[config.mk]
export PLATFORM = sky130hd
export DESIGN_NAME = rotor_lock_detector
export DESIGN_NICKNAME = d
export VERILOG_FILES = /design/src/rtl/rotor_lock_pkg.sv /design/src/rtl/rotor_lock_datapath.sv /design/src/rtl/rotor_lock_control.sv /design/src/rtl/rotor_lock_detector.sv
export SDC_FILE = /design/constraint.sdc
export NUM_CORES = 1
export LEC_CHECK = 0
export BUFFER_PORTS_ARGS = -buffer_cell sky130_fd_sc_hd__buf_4
export CORE_AREA = 2 2 71 73
export DETAILED_ROUTE_END_ITERATION = 8
export DIE_AREA = 0 0 73 75
export HOLD_SLACK_MARGIN = 0.05
export PLACE_DENSITY = 0.62
export SYNTH_ARGS = -nofsm -noshare
export SYNTH_HDL_FRONTEND = slang
export SYNTH_HIERARCHICAL = 1
export SYNTH_SLANG_ARGS = --single-unit
[constraint.sdc]
create_clock -name clk -period 2.4 [get_ports clk]
set_clock_uncertainty 0.15 [all_clocks]
set_input_delay 0.48 -clock clk [delete_from_list [all_inputs] [get_ports clk]]
set_output_delay 0.48 -clock clk [all_outputs]
set_load 0.05 [all_outputs]
[src/rtl/rotor_lock_pkg.sv]
package rotor_lock_pkg;

  // events reported by the datapath to the control
  typedef struct packed {
    logic dirEdge;   // direction input changed level
    logic fbEdge;    // speed-feedback changed level
    logic goodStep;  // in-order, non-toggle Hall step
    logic stallHit;  // no-edge timer completes on this tick
    logic seqHit;    // sequence timer completes on this tick
    logic offLong;   // drive-off held for half the lock window
  } lock_evt_t;

  // strobes from control to datapath
  typedef struct packed {
    logic zeroTimers;
  } lock_ctl_t;

  // next Hall code in commutation order; an illegal code maps to itself
  function automatic logic [2:0] nextHall(input logic [2:0] cur, input logic fwd);
    logic [2:0] nxt;
    nxt = cur;
    if (fwd) begin
      case (cur)
        3'b101: nxt = 3'b100;
        3'b100: nxt = 3'b110;
        3'b110: nxt = 3'b010;
        3'b010: nxt = 3'b011;
        3'b011: nxt = 3'b001;
        3'b001: nxt = 3'b101;
        default: nxt = cur;
      endcase
    end else begin
      case (cur)
        3'b101: nxt = 3'b001;
        3'b001: nxt = 3'b011;
        3'b011: nxt = 3'b010;
        3'b010: nxt = 3'b110;
        3'b110: nxt = 3'b100;
        3'b100: nxt = 3'b101;
        default: nxt = cur;
      endcase
    end
    return nxt;
  endfunction

endpackage

[src/rtl/rotor_lock_datapath.sv]
module rotor_lock_datapath
  import rotor_lock_pkg::*;
#(
  parameter int LOCK_TICKS = 127,
  parameter int HALF_TICKS = 64
) (
  input  logic       clk,
  input  logic       rstN,
  input  logic       dirIn,
  input  logic       speedFb,
  input  logic [2:0] hallCode,
  input  logic       tick,
  input  logic       driveOff,
  input  lock_ctl_t  ctl,
  output lock_evt_t  evt
);

  localparam int CNT_W = $clog2(LOCK_TICKS + 1);
  localparam int OFF_W = $clog2(HALF_TICKS + 1);
  localparam logic [CNT_W-1:0] LOCK_MAX  = CNT_W'(LOCK_TICKS);
  localparam logic [CNT_W-1:0] LOCK_LAST = CNT_W'(LOCK_TICKS - 1);
  localparam logic [OFF_W-1:0] OFF_FULL  = OFF_W'(HALF_TICKS);
  localparam int NUM_TIMERS = 2;  // 0: no-edge, 1: sequence

  logic             dirPrev;
  logic             fbPrev;
  logic [2:0]       hallPrev;
  logic [2:0]       hallPrev2;
  logic [OFF_W-1:0] offCnt;
  logic             hallMoved;
  logic             inOrder;
  logic [NUM_TIMERS-1:0] restart;
  logic [NUM_TIMERS-1:0] hit;

  assign hallMoved = (hallCode != hallPrev);
  assign inOrder   = hallMoved
                   && (hallCode == nextHall(hallPrev, dirIn))
                   && (hallCode != hallPrev2);

  always_ff @(posedge clk) begin
    if (!rstN) begin
      dirPrev   <= 1'b0;
      fbPrev    <= 1'b0;
      hallPrev  <= 3'b000;
      hallPrev2 <= 3'b000;
    end else begin
      dirPrev <= dirIn;
      fbPrev  <= speedFb;
      if (hallMoved) begin
        hallPrev2 <= hallPrev;
        hallPrev  <= hallCode;
      end
    end
  end

  assign restart[0] = (speedFb != fbPrev);
  assign restart[1] = inOrder;

  generate
    for (genvar g = 0; g < NUM_TIMERS; g++) begin : g_timer
      logic [CNT_W-1:0] lockCnt;

      always_ff @(posedge clk) begin
        if (!rstN)
          lockCnt <= '0;
        else if (ctl.zeroTimers || restart[g])
          lockCnt <= '0;
        else if (tick && lockCnt != LOCK_MAX)
          lockCnt <= lockCnt + 1'b1;
      end

      assign hit[g] = tick && !restart[g] && (lockCnt == LOCK_LAST);

      assert_timer_bound_R2: assert property (@(posedge clk) disable iff (!rstN)
        lockCnt <= LOCK_MAX);
      assert_restart_zero_R3: assert property (@(posedge clk) disable iff (!rstN)
        restart[g] |=> lockCnt == '0);
      assert_zero_hold_R11: assert property (@(posedge clk) disable iff (!rstN)
        ctl.zeroTimers |=> lockCnt == '0);
    end
  endgenerate

  always_ff @(posedge clk) begin
    if (!rstN)
      offCnt <= '0;
    else if (!driveOff)
      offCnt <= '0;
    else if (tick && offCnt != OFF_FULL)
      offCnt <= offCnt + 1'b1;
  end

  assert_off_bound_R9: assert property (@(posedge clk) disable iff (!rstN)
    offCnt <= OFF_FULL);

  always_comb begin
    evt.dirEdge  = (dirIn != dirPrev);
    evt.fbEdge   = restart[0];
    evt.goodStep = restart[1];
    evt.stallHit = hit[0];
    evt.seqHit   = hit[1];
    evt.offLong  = driveOff && (offCnt == OFF_FULL);
  end

endmodule

[src/rtl/rotor_lock_control.sv]
module rotor_lock_control
  import rotor_lock_pkg::*;
(
  input  logic      clk,
  input  logic      rstN,
  input  logic      detectEn,
  input  logic      brakeOn,
  input  lock_evt_t evt,
  output lock_ctl_t ctl,
  output logic      lockFault
);

  logic clearReq;

  assign clearReq = evt.dirEdge || evt.offLong;

  always_comb begin
    ctl.zeroTimers = !detectEn || brakeOn || clearReq;
  end

  always_ff @(posedge clk) begin
    if (!rstN)
      lockFault <= 1'b0;
    else if (!detectEn || clearReq)
      lockFault <= 1'b0;
    else if (!brakeOn && (evt.stallHit || evt.seqHit))
      lockFault <= 1'b1;
  end

  assert_disabled_low_R11: assert property (@(posedge clk) disable iff (!rstN)
    !detectEn |=> !lockFault);
  assert_dir_clear_R8: assert property (@(posedge clk) disable iff (!rstN)
    evt.dirEdge |=> !lockFault);
  assert_off_clear_R9: assert property (@(posedge clk) disable iff (!rstN)
    evt.offLong |=> !lockFault);
  assert_brake_hold_R10: assert property (@(posedge clk) disable iff (!rstN)
    (detectEn && brakeOn && !clearReq) |=> $stable(lockFault));
  assert_rise_cause_R2: assert property (@(posedge clk) disable iff (!rstN)
    $rose(lockFault) |-> $past(evt.stallHit || evt.seqHit));
  assert_latched_R7: assert property (@(posedge clk) disable iff (!rstN)
    (lockFault && detectEn && !clearReq) |=> lockFault);

endmodule

[src/rtl/rotor_lock_detector.sv]
module rotor_lock_detector
  import rotor_lock_pkg::*;
#(
  parameter int LOCK_TICKS = 127
) (
  input  logic       clk,
  input  logic       rstN,
  input  logic       detectEn,
  input  logic       brakeOn,
  input  logic       driveOff,
  input  logic       dirIn,
  input  logic       speedFb,
  input  logic [2:0] hallCode,
  input  logic       tick,
  output logic       lockFault
);

  localparam int HALF_TICKS = (LOCK_TICKS + 1) / 2;

  lock_evt_t evt;
  lock_ctl_t ctl;

  rotor_lock_datapath #(
    .LOCK_TICKS(LOCK_TICKS),
    .HALF_TICKS(HALF_TICKS)
  ) u_datapath (
    .clk     (clk),
    .rstN    (rstN),
    .dirIn   (dirIn),
    .speedFb (speedFb),
    .hallCode(hallCode),
    .tick    (tick),
    .driveOff(driveOff),
    .ctl     (ctl),
    .evt     (evt)
  );

  rotor_lock_control u_control (
    .clk      (clk),
    .rstN     (rstN),
    .detectEn (detectEn),
    .brakeOn  (brakeOn),
    .evt      (evt),
    .ctl      (ctl),
    .lockFault(lockFault)
  );

endmodule

======== Word-level counts from Yosys, hierarchy flattened ========
Index checks and enable logic that the tools add are counted.
word-level totals
  logic and storage cells ................. 58
  input bits .............................. 11
  output and inout port bits .............. 1
  register bits after elaboration ......... 30
operators by class
  reduce and logical (&&, ||, !) cells .... 26
  $add $sub $neg .......................... 3
  bitwise operators ....................... 1
  muxes and demuxes ....................... 3
  equality and inequality tests ........... 17
operators by type and width
  kind                 number
  $pmux 3 s6           2
  $add 7x1->7 const B  3
  $eq 7x7->1 const B   3
  $ne 7x7->1 const B   3
  $logic_and 1x1->1    11
  $eq 3x3->1 const B   3
  $logic_or 1x1->1     7
  $eq 3x2->1 const B   2
  $ne 3x3->1           2
  $reduce_or 2->1      3
  $logic_not 1->1      4
  $eq 3x1->1 const B   1
  $eq 3x3->1           1
  $mux 3               1
  $ne 1x1->1           2
  $reduce_and 2->1     1
  $not 1->1            1

======== Logic depth before layout (Yosys ltp) ========
Gate-level depths: netlist of run 1.
  depth after elaboration ................. 11
  gate-level depth with buffers ........... 9
  depth with buffers taken out ............ 8

======== By module ========
The synthesis of run 1 kept the hierarchy.
by module, submodules not included
  module               area an instance (µm²)  cells an instance  instances
  rotor_lock_datapath  1552.7                  177                1
  rotor_lock_control   52.6                    5                  1

======== Least setup slack after synthesis of run 1 ========
Ideal clock, no wire load.
  path type ............................... input to register
  start ................................... input port dirIn
  end ..................................... register u_control.lockFault
  required time ........................... 2.132 ns
  slack ................................... -0.030 ns
  data arrival time ....................... 2.162 ns
  stages on the path ...................... 8
  path buffers ............................ 1
  cells stage by stage .................... buf_2 -> nand3b_1 -> a211oi_1 -> o32ai_1 -> a2111oi_4 -> nor3_1 -> o21ba_1 -> o2111a_1
RTL lines
  what                  line                       source
  start, declared       rotor_lock_detector.sv:11  input logic dirIn,
  end signal, assigned  rotor_lock_control.sv:23   lockFault <= 1'b0;
  end signal, assigned  rotor_lock_control.sv:25   lockFault <= 1'b0;
  end signal, assigned  rotor_lock_control.sv:27   lockFault <= 1'b1;
  end, declared         rotor_lock_control.sv:10   output logic lockFault

==> metrics.md, run 1 <==
| Metric | Value |
|---|---|
| TritonCTS clock tree | built |
| CTS Buffer Depth | 2 |
| Post-synth net total | a little under 200 |
| Launch point of the worst reg-to-reg path | u_datapath/hallPrev[1] |
| Worst vdd ir | ~0.25 mV |
| Gate Count Post-Synth | between 150 and 200 |
| Post-cts sizing count | 0 |
| Pwr dens | 564.3 mW/mm^2 |
| Share of layout cells above drive strength 1 | roughly an eighth |
| Total global-route track usage | approximately an eighth |
| Htree depth | 2 |
| Family with the most delay on the worst path | compound AO/OA/AOI/OAI gates |
| YS warnings | 6 |
| RSZ-0062 raised after global routing | no |
| Buf/Inv on CP | 0 |
| Post-CTS Setup Repair Bufs | 0 |
| Post-route setup TNS | 0 ns |
| Startpoint types | flip-flop |
| Core area | approximately 0.0047 sq mm |
| Clk pin slew, worst setup/hold paths | roughly 0.07 ns |
| Final Hold Fails | 0 |
| Cell leakage power | approximately 0.66 nW |
| Via/cell ratio | 5.158 |
| DRC Markers | 0 |
| Worst Path Required | 2.43 ns |
| First-pass GRT wire length | ~5.1 mm |
| Worst Setup End Kind | flip-flop |
| Hpwl dp | around 2.1 mm |
| Critical Setup Path Class | flip-flop to flip-flop |
| FILL cells | about 480 |
| Cells on worst reg2reg path | 7 |
| RR Endpoint | u_control/lockFault |
| Die Width | 73 um |
| Worst-path fanout max | 11 |
| Area of the multi-input gates | 924.6 sq um |
| Row Count | 25 |
| Chip height | between 70 and 80 um |
| CP max-delay cell | dfxtp_1 |
| Port bufs | 11 |
| First-pass DRT Iterations | 4 |
| Final critical-path share of the clock period | 91.10% |
| Die ar. | 0.005475 sq mm |
| Antenna-violating nets left | 0 |
| Layout Nets | around 210 |
| Max cap viols | 0 |
| Inserted Clock Buffers | 5 |
| Largest net degree at the start of global routing | 12 |
| Final number of setup-violating endpoints | 0 |
| Status | finished clean |
| Area occupied by registers | between 600 and 700 sq um |
| Initial antenna violation count | 0 |
| Slew Limit Fails | 0 |
| Hold Startpoint | speedFb |
| Hold crit path type | input port to flip-flop |
| WHS Endpoint | u_datapath/fbPrev |
| Measured slew at the worst slew-check pin | 0.4515 ns |
| F_max | about 460 MHz |
| Worst-Skew Late Latency | 0.28 ns |
| Vias in the first global route | around 1.2k |
| Worst R2R Setup Slack | 0.21 ns |
| Routed len/inst | roughly 12 um |
| Post-layout instance area | 0.001818 sq mm |
| Critical Path AT | approximately 2.2 ns |
| Synthesis-to-finish area growth | 13.78% |
| Iter 0 DRT Violations | 50 |
| CTS root buffer | clkbuf_8 |
| # hold bufs at CTS | 0 |
| Antenna cells | 0 |
| Worst Hold Depth | 2 |
| Total gr overflow | 0 |
| Post-Route WL | about 3 mm |
| Placed cell areas | ~0.0017 sq mm |
| Avg Inst Size Synth | 8.828 sq um |
| CP Cell Sequence | or2_2, a211oi_1, o32ai_1, a2111oi_4, nor3_1, o21ba_1, o2111a_1 |
| I/O pin count | 12 |
| GP Congestion | 0.7885 |
| Period minus WS final | approximately 2.2 ns |
| Crit-path max cell delay | between 0.4 and 0.5 ns |
| Vias | 1274 |
| Relative slew margins | a little over two thirds |
| Final Power | between 1 and 1.5 mW |
| Synthesized area | about 0.0016 sq mm |
| CTS sink count | 30 |
| Initial Utilization | 34.28% |
[layer usage]
layer  wire [um]  share of wire (%)  global-route usage, %  up-vias
met4          68                2.3                  6.790        0
met1        1475                 49                  15.33      594
met2        1368                 45                  19.22       12
met3          99                3.3                  4.418        6
li1            -                  -                      -      662
met5           0                  0                      0        -
[registers in the layout, indices dropped and copies added (netlist names)]
register	count
u_control/lockFault	1
u_datapath/dirPrev	1
u_datapath/fbPrev	1
u_datapath/g_timer.lockCnt	14
u_datapath/hallPrev	3
u_datapath/hallPrev2	3
u_datapath/offCnt	7
[final cells by class]
class                   count  area share [%]
clock buffers               6           4.542
inverters                  10           2.065
multi-input cells         133           50.86
flip-flops and latches     30           33.04
well taps                  54           3.716
repair buffers             14           5.781
[placed cells by master (no fill, tap or decap), drive strengths merged, types with 9 or more instances in the layout]
cell type  instances
nand2              9
buf               14
dfxtp             30
nor2              17
xor2               9
inv               10
xnor2             11
[worst reg2reg max path, delay by kind of cell, from the launching register on]
family             cells  cell delay (ns)
AOI/OAI and AO/OA      5             1.06
DFF                    1             0.42
and+or+nand+nor        2             0.44
[worst max path at each step]
stage	from	end	slack [ns]	depth (start not counted)
after CTS	u_datapath/hallPrev[1]	u_control/lockFault	0.19	7
after detailed placement	dirIn	u_control/lockFault	0.13	8
after global routing	u_datapath/hallPrev[1]	u_control/lockFault	0.0003	7
after floorplan	hallCode[1]	u_control/lockFault	0.05	8
final	u_datapath/hallPrev[1]	u_control/lockFault	0.21	7
after global placement	dirIn	u_control/lockFault	0.15	8
[where the power goes]
part	total [mW]	internal [mW]	switching (mW)	leakage (nW)
clock	0.402	0.221	0.181	0.0431
combinational	0.105	0.0521	0.0533	0.376
sequential	0.518	0.507	0.0112	0.244
[metrics by stage]
| step | hold slack, ns | std cells | setup WS [ns] | utilization, % |
|---|---|---|---|---|
| final | 0.2726 | 247 | 0.2135 | 39.01 |
| after global routing | 0.2826 | 247 | 0.0003215 | 39.01 |
| after CTS | 0.2684 | 247 | 0.1949 | 39.01 |
| after detailed placement | 0.3090 | 241 | 0.1310 | 37.23 |
| after global placement | 0.3137 | 241 | 0.1541 | 37.23 |
| after floorplan | 0.2875 | 181 | 0.04718 | - |
Note: power is estimated with default switching activity, not from simulation.
==> run 2, diff against run 1 <==
Settings changed: SETUP_SLACK_MARGIN set to 0.5.
==> run 2 against run 1 <==
Compared with the run above: critical path depth is the same; via count is 3.8% higher; global-route usage is 0.29 points higher; non-clock buffer count grew 12; register-to-register slack better by 0.17 ns; critical endpoint unchanged; design area up 14%; hold slack got worse by 0.0046 ns.
==> metrics.md, run 2 (synthesis gave the netlist of run 1 again) <==
| Metric | Value |
|---|---|
| Worst Hold Depth | 2 (unchanged) |
| Total gr overflow | 0 (unchanged) |
| Worst setup margin | 0.3796 ns (was 0.2135 ns) |
| Worst-path fanout max | 7 (was 11) |
| Layout Nets | 223 (was 211) |
| Largest regs | u_datapath/g_timer.lockCnt x14, u_datapath/offCnt x7 (unchanged) |
| Sequential power share | 47.6% (was 50.5%) |
| Total global-route track usage | 12.79% (was 12.50%) |
| Worst Setup End Kind | flip-flop (unchanged) |
| Slew Limit Fails | 0 (unchanged) |
| Via/cell ratio | 5.069 (was 5.158) |
| Critical Path AT | 2.05 ns (was 2.22 ns) |
| Largest net degree at the start of global routing | 12 (unchanged) |
| Share of layout cells above drive strength 1 | 28.99% (was 12.44%) |
| Vias in the first global route | 1170 (was 1176) |
| TritonCTS clock tree | built (unchanged) |
| Chip height | 75 um (unchanged) |
| Iter 0 DRT Violations | 49 (was 50) |
| Inserted Clock Buffers | 5 (unchanged) |
| Measured slew at the worst slew-check pin | 0.3533 ns (was 0.4515 ns) |
| Die Width | 73 um (unchanged) |
| Core area | 0.004661 sq mm (unchanged) |
| GRT busiest layer | met2 (unchanged) |
| Largest register by flop count | u_datapath/g_timer.lockCnt (unchanged) |
| Htree depth | 2 (unchanged) |
| Row Count | 25 (unchanged) |
| F_max | 495.0 MHz (was 457.4 MHz) |
| Final critical-path share of the clock period | 84.18% (was 91.10%) |
| Die ar. | 0.005475 sq mm (unchanged) |
| Status | finished clean (unchanged) |
| Startpoint types | flip-flop (unchanged) |
| Max cap viols | 0 (unchanged) |
| First-pass GRT wire length | 5.271 mm (was 5.133 mm) |
| Post-route setup TNS | 0 ns (unchanged) |
| Cell leakage power | 0.7627 nW (was 0.6627 nW) |
| Final Non-Filler Cells | 261 (was 247) |
| Pint | 0.8132 mW (was 0.7802 mW) |
| Clock power share | 38.8% (was 39.2%) |
| Synthesis-to-finish area growth | 29.37% (was 13.78%) |
| Post-Route WL | 3.266 mm (was 3.012 mm) |
| RR Endpoint | u_control/lockFault (unchanged) |
| Hold crit path type | input port to flip-flop (unchanged) |
| Final number of setup-violating endpoints | 0 (unchanged) |
| Cells after DPL | 240 (was 241) |
| Worst R2R Setup Slack | 0.38 ns (was 0.21 ns) |
| Port bufs | 11 (unchanged) |
| First-pass DRT Iterations | 4 (unchanged) |
| Vias | 1323 (was 1274) |
| # hold bufs at CTS | 0 (unchanged) |
| Final Hold Fails | 0 (unchanged) |
| Initial antenna violation count | 0 (unchanged) |
| Cells on worst reg2reg path | 7 (unchanged) |
| Hold Startpoint | speedFb (unchanged) |
| Antenna cells | 0 (unchanged) |
| Antenna-violating nets left | 0 (unchanged) |
| Fin util | 44.35% (was 39.01%) |
| Launch point of the worst reg-to-reg path | u_datapath/hallPrev[2] (was u_datapath/hallPrev[1]) |
| Combinational power share | 13.6% (was 10.3%) |
| DRC Markers | 0 (unchanged) |
| Net Sw Frac | 24.96% (was 23.96%) |
| RSZ-0062 raised after global routing | yes (was no) |
| Met2 Use GR | 20.12% (was 19.22%) |
| Most common cell after layout, fill and taps aside | dfxtp_1 (unchanged) |
| Psw | 0.2705 mW (was 0.2458 mW) |
| Period minus WS final | 2.020 ns (was 2.186 ns) |
| CTS root buffer | clkbuf_8 (unchanged) |
| Worst slack, placed | 0.1581 ns (was 0.1310 ns) |
| M1 GR Usage | 15.93% (was 15.33%) |
| Worst vdd ir | 0.2417 mV (was 0.2508 mV) |
| Hpwl dp | 2.168 mm (was 2.127 mm) |
| GR Layer Usage met3 | 3.213% (was 4.418%) |
| I/O pin count | 12 (unchanged) |
| Max FFs per register | 14 (unchanged) |
| Worst Path Required | 2.42 ns (was 2.43 ns) |
| Routed len/inst | 12.51 um (was 12.19 um) |
| Worst-Skew Late Latency | 0.28 ns (about the same) |
| Pwr dens | 524.3 mW/mm^2 (was 564.3 mW/mm^2) |
| GP Congestion | 0.7799 (was 0.7885) |
| Clk pin slew, worst setup/hold paths | 0.07 ns (about the same) |
| CTS Buffer Depth | 2 (unchanged) |
| Commonest cells after routing, fill and taps aside | dfxtp_1, buf_4, nor2_1 (was dfxtp_1, nor2_1, buf_4) |
| WHS Endpoint | u_datapath/fbPrev (unchanged) |
| Initial Utilization | 34.28% (unchanged) |
| Relative slew margins | 76.33% (was 69.64%) |
| CTS sink count | 30 (unchanged) |
| Critical Setup Path Class | flip-flop to flip-flop (unchanged) |
## run 2: cell count changes in the layout (fill, tap and decap cells not counted), sizes merged
| cell | previous run | this run |
|---|---|---|
| buf | 14 | 26 |
| clkbuf | 6 | 7 |
| clkinv | 0 | 1 |
## run 2: through the flow
stage                     cell area (sq um)  hold slack, ns  power, mW
final                                  2067          0.2680      1.084
after global routing                   2067          0.2897      1.136
after CTS                              1988          0.2671      1.084
after detailed placement               1775          0.3146     0.6442
after global placement                 1775          0.3062     0.6439
after floorplan                        1668          0.2875     0.6143
## run 2: area by class of cell
type	instances	area (sq um)
clock buffers	7	86.33
clock inverters	1	5.005
fillers	445	2594
inverters	10	37.54
multi-input cells	133	1054
flip-flops and latches	30	610.6
well taps	54	67.56
repair buffers	26	206.4
## run 2: per-layer routing
layer | part of all wire (%) | up-vias
li1 | - | 694
met1 | 46 | 599
met2 | 48 | 21
met3 | 3.4 | 9
met4 | 2.6 | 0
met5 | 0 | -
## run 2: worst max path at each step
stage	from	cells past startpoint	end
3_5_place_dp	dirIn	8	u_control/lockFault
4_1_cts	u_datapath/hallPrev[2]	8	u_control/lockFault
6_report	u_datapath/hallPrev[2]	7	u_control/lockFault
5_1_grt	u_datapath/hallPrev[1]	8	u_control/lockFault
3_3_place_gp	dirIn	8	u_control/lockFault
2_1_floorplan	dirIn	8	u_control/lockFault
## run 2: timing repair
item                       in CTS  in global routing
gates resized for setup        23                  5
setup endpoints to repair      15                 15
setup buffers                   5                  8
pin swaps                      10                  8
## run 2: power by group through the flow
stage	sequential [mW]	combinational, mW	clock (mW)
after floorplan	0.523	0.0917	0
after global placement	0.529	0.115	0
after detailed placement	0.529	0.115	0
after CTS	0.515	0.138	0.431
after global routing	0.517	0.161	0.458
final	0.516	0.147	0.421
## run 2: worst max-delay path: stages, from the launching register on
cell and delay, ns:
dfxtp_4 0.37, or2_4 0.23, a211oi_2 0.23, o32ai_2 0.13, a2111oi_4 0.34, nor3_2 0.07
o21ba_1 0.17, o2111a_1 0.22
